[config.mk]
export PLATFORM = sky130hd
export DESIGN_NAME = clk_freq_meter
export DESIGN_NICKNAME = d
export VERILOG_FILES = /design/src/rtl/clk_freq_meter.sv
export SDC_FILE = /design/constraint.sdc
export NUM_CORES = 1
export LEC_CHECK = 0
export ABC_AREA = 1
export BUFFER_PORTS_ARGS = -buffer_cell sky130_fd_sc_hd__buf_2
export CAP_MARGIN = 5
export CORE_MARGIN = 2
export CORE_UTILIZATION = 30
export CTS_CLUSTER_DIAMETER = 40
export DETAILED_ROUTE_END_ITERATION = 10
export GPL_TIMING_DRIVEN = 0
export PLACE_DENSITY = 0.59
export SYNTH_ARGS = -nofsm -noshare
export SYNTH_HDL_FRONTEND = slang
export SYNTH_SLANG_ARGS = --single-unit
[constraint.sdc]
create_clock -name clk -period 2.45 [get_ports clk]
set_clock_uncertainty 0.15 [all_clocks]
set_input_delay 0.245 -clock clk [delete_from_list [all_inputs] [get_ports clk]]
set_output_delay 0.245 -clock clk [all_outputs]
set_load 0.01 [all_outputs]
[src/rtl/clk_freq_meter.sv]
module clk_freq_meter #(
  parameter int SRC_COUNT = 128,
  parameter int PRESCALE  = 100,
  parameter int CNT_W     = 16
) (
  input  logic                 clk,
  input  logic                 rst_n,
  input  logic                 bus_wr,
  input  logic [1:0]           bus_word,
  input  logic [31:0]          bus_wdata,
  output logic [31:0]          bus_rdata,
  input  logic [SRC_COUNT-1:0] src_clks,
  output logic                 irq
);
  localparam int PRE_W = (PRESCALE > 1) ? $clog2(PRESCALE) : 1;
  localparam logic [PRE_W-1:0] PRE_LAST = PRE_W'(PRESCALE - 1);
  localparam logic [CNT_W-1:0] CNT_MAX  = '1;

  logic [15:0]      dur_q, gate_q;
  logic [6:0]       src_q;
  logic             en_q, cont_q, ie_q, busy_q, irq_q;
  logic [PRE_W-1:0] pre_q;
  logic [CNT_W-1:0] cnt_q, res_q, cnt_next;
  logic [2:0]       sync_q;
  logic [127:0]     src_pad;
  logic             ctrl_wr, edge_hit, tick, unused_wbits;

  assign src_pad      = 128'(src_clks);
  assign ctrl_wr      = bus_wr && (bus_word == 2'd1);
  assign edge_hit     = sync_q[1] & ~sync_q[2];
  assign tick         = (pre_q == PRE_LAST);
  assign cnt_next     = (edge_hit && cnt_q != CNT_MAX) ? cnt_q + 1'b1 : cnt_q;
  assign irq          = irq_q;
  assign unused_wbits = ^bus_wdata[31:27];

  always_ff @(posedge clk) begin
    if (!rst_n) sync_q <= '0;
    else        sync_q <= {sync_q[1:0], src_pad[src_q]};
  end

  always_ff @(posedge clk) begin
    if (!rst_n) begin
      dur_q <= '0; src_q <= '0; en_q <= 1'b0; cont_q <= 1'b0; ie_q <= 1'b0;
      busy_q <= 1'b0; gate_q <= '0; pre_q <= '0; cnt_q <= '0; res_q <= '0;
      irq_q <= 1'b0;
    end else begin
      irq_q <= 1'b0;
      if (busy_q) begin
        cnt_q <= cnt_next;
        pre_q <= tick ? '0 : pre_q + 1'b1;
        if (tick) begin
          if (gate_q == '0) begin
            res_q <= cnt_next;
            irq_q <= ie_q;
            if (cont_q) begin
              gate_q <= dur_q;
              cnt_q  <= '0;
            end else begin
              busy_q <= 1'b0;
            end
          end else begin
            gate_q <= gate_q - 1'b1;
          end
        end
      end
      if (ctrl_wr) begin
        dur_q  <= bus_wdata[15:0];
        en_q   <= bus_wdata[16];
        cont_q <= bus_wdata[17];
        ie_q   <= bus_wdata[18];
        src_q  <= bus_wdata[26:20];
        if (!bus_wdata[16]) begin
          busy_q <= 1'b0;
        end else if (bus_wdata[19] && !busy_q) begin
          busy_q <= 1'b1;
          gate_q <= bus_wdata[15:0];
          pre_q  <= '0;
          cnt_q  <= '0;
        end
      end
    end
  end

  always_comb begin
    case (bus_word)
      2'd1:    bus_rdata = {busy_q, 4'b0, src_q, 1'b0, ie_q, cont_q, en_q, dur_q};
      2'd3:    bus_rdata = 32'(res_q);
      default: bus_rdata = '0;
    endcase
  end
endmodule

==> flow_metrics.py <==
metrics = {
    "synthesis": {
        "synth-seq-area-share_pct": 29.3,
        "yosys.area.top_type_share_pct": 29.3,
        "synth_cells": 960,
        "yosys.area_share.simple_pct": 38.3,
        "yosysWarnings": 0,
        "synth-edff-count": 0,
        "yosysUniqueCellTypes": 42,
        "synth_compound_area_share_pct": 16.8,
        "synth_xor_area_share_pct": 3.88,
        "yosys_register_bits": 86,
        "syn-cell-area_sq_mm": 0.00587,
        "synthAdderAreaFrac_pct": 0.853,
        "async_flop_share_pct": 0,
        "yosysTopAreaCell": "dfxtp_1",
        "synth_flop_cell": "dfxtp_1",
        "synth_top_family_by_area": "simple AND/OR/NAND/NOR gates",
        "avgSynthCellArea_sq_um": 6.11,
        "synth_area_leaders": "dfxtp_1 29%, nand2_1 15%, nand3_1 13%",
        "synthMuxAreaShare_pct": 0,
    },
    "floorplan": {
        "fp-row-count": 51,
        "dieArea_sq_mm": 0.0207,
        "die_w_um": 144,
        "ioPinCount": 198,
        "initial_utilization_pct": 30.3,
        "dieHeight_um": 144,
        "core_area_sq_mm": 0.0193,
    },
    "sta": {
        "setup_viol": 0,
        "rsz0062_at_grt": "no",
        "period_share_pct": 92.7,
        "max_clock_freq_mhz": 440,
        "finalWorstSetupSlack_ns": 0.179,
        "min_period_ns": 2.27,
        "relSlewSlack_pct": 49.9,
        "setup-tns-final_ns": 0,
        "slew_violations": 0,
        "hold_viol": 0,
        "tightest_slew_ns": 0.751,
        "holdWs_ns": 0.0270,
    },
    "placement": {
        "buffer_ports.inserted": 184,
        "hpwlAfterDp_mm": 18.4,
        "pre_cts_slack_ns": 0.287,
        "gp_congestion": 0.931,
        "place_inst": 1413,
        "place_area_sq_mm": 0.00713,
    },
    "status": {
        "status": "finished, final reports clean",
    },
    "cells_and_area": {
        "final_cell_mix": "241 x nand2_1, 211 x buf_2, 152 x nand3_1",
        "drive_above_1_share_pct": 22.8,
        "nNetsFinal": 1328,
        "layout_commonest_cell": "nand2_1",
        "fillers": 2141,
        "final_cell_area_sq_mm": 0.00746,
        "syn2layout_area_growth_pct": 27.2,
        "fin_util_pct": 38.6,
        "stdcell_count": 1429,
        "n_antenna_cell": 0,
    },
    "power": {
        "p_per_area_mw_per_mm2": 512,
        "total_power_mw": 3.82,
        "cellLeakagePower_nw": 3.44,
        "peakVddDrop_v": 0.000262,
    },
    "detailed_routing": {
        "vias": 7012,
        "antenna_left": 0,
        "firstDrtPassIters": 5,
        "vias_per_cell": 4.91,
        "drc": 0,
        "drt_wl_total_mm": 23.2,
        "dr.first_iter.drc_count": 412,
        "routedWlPerCell_um": 16.2,
    },
    "setup_path": {
        "cp.arrival_ns": 1.88,
        "cp-end-kind": "output pin",
        "cp_max_fo": 10,
        "startpoint_type": "register",
        "crit_required_ns": 2.06,
        "r2r_slack_ns": 0.33,
        "crit_type": "reg2out",
    },
    "hold_path": {
        "min_path_type": "in2reg",
    },
    "clock_tree": {
        "postCtsSetupBuffers": 0,
        "root_buffer": "clkbuf_16",
        "clock_latency_ns": 0.35,
        "clk_pin_slew_worst_paths_ns": 0.07,
        "cts.sinks": 86,
        "hold_buffers": 0,
        "cts_made_buffers": 9,
        "clock_path_buffers": 2,
        "htreeDepth": 3,
        "cts_resized": 0,
        "cts_tree": "yes",
    },
    "global_routing": {
        "antenna_found_initial": 0,
        "grt_overflow": 0,
        "globalRouteTotalUtil_pct": 21.8,
        "grt_pass1_vias": 6393,
        "grt_pass1_wl_mm": 34.4,
        "grt_max_degree": 15,
    },
    "flow_run": {
        "max_cap_viol_count": 0,
    },
}
## synth_stat cells (4+ instances only)
| library cell | number |
|---|---|
| nor2_1 | 93 |
| xor2_1 | 22 |
| buf_4 | 5 |
| nand2_1 | 241 |
| o211ai_1 | 8 |
| nor2_2 | 4 |
| inv_2 | 7 |
| xnor2_1 | 4 |
| dfxtp_1 | 86 |
| clkbuf_1 | 24 |
| o21ai_0 | 86 |
| o221ai_1 | 7 |
| ha_1 | 4 |
| nand3_1 | 152 |
| inv_1 | 75 |
| buf_2 | 27 |
| nor3_1 | 7 |
| a21oi_1 | 60 |
| nand2_2 | 5 |
## cells by family (layout without fill, tap and decap cells)
kind of cell,count (synthesis),after routing
AND/OR/NAND/NOR,517,517
XOR/XNOR,26,26
AO/OA/AOI/OAI,178,178
other,1,5
flip-flops,86,86
buffers and inverters,148,348
adder cells (fa/ha/maj),4,4
## layout make-up
cell class / instances / area, sq um / share of cell area [%]
flip-flops and latches: 86 / 1720 / 23.1
repair buffers: 184 / 921 / 12.3
clock buffers: 11 / 243 / 3.25
well taps: 265 / 332 / 4.44
clock inverters: 5 / 82.6 / 1.11
inverters: 87 / 334 / 4.48
multi-input cells: 730 / 3530 / 47.2
plain buffers: 61 / 304 / 4.07
## critical path, cell delays in order, from the launching register on
cell and delay, ns:
dfxtp_1 0.31, clkbuf_1 0.43, clkinvlp_4 0.41, nor2_1 0.22, buf_2 0.16
## sequential cells by signal (all words and copies together) (netlist names)
signal / count
dur_q: 16
src_q: 7
res_q: 16
pre_q: 7
busy_q: 1
en_q: 1
cont_q: 1
ie_q: 1
gate_q: 16
irq: 1
cnt_q: 16
sync_q: 3
## report_power, final
part | total (mW) | internal (mW) | switching [mW]
Sequential | 1.46 | 1.44 | 0.0235
Clock | 1.51 | 0.924 | 0.588
Combinational | 0.852 | 0.312 | 0.540
## routing by layer
metal,global-route usage (%),up-vias,share of wire [%]
met1,26.5,3098,42
li1,-,3541,-
met3,3.00,42,7.3
met5,0,-,0
met2,38.8,331,48
met4,8.41,0,2.7
## final timing paths
check                 from             to  cells after the start
max reg2reg       cnt_q[0]      cnt_q[12]                     11
min reg2reg      sync_q[0]      sync_q[1]                      2
min          bus_wdata[21]       src_q[1]                      3
max               src_q[3]  bus_rdata[23]                      4
Note: power is estimated with default switching activity, not from simulation.
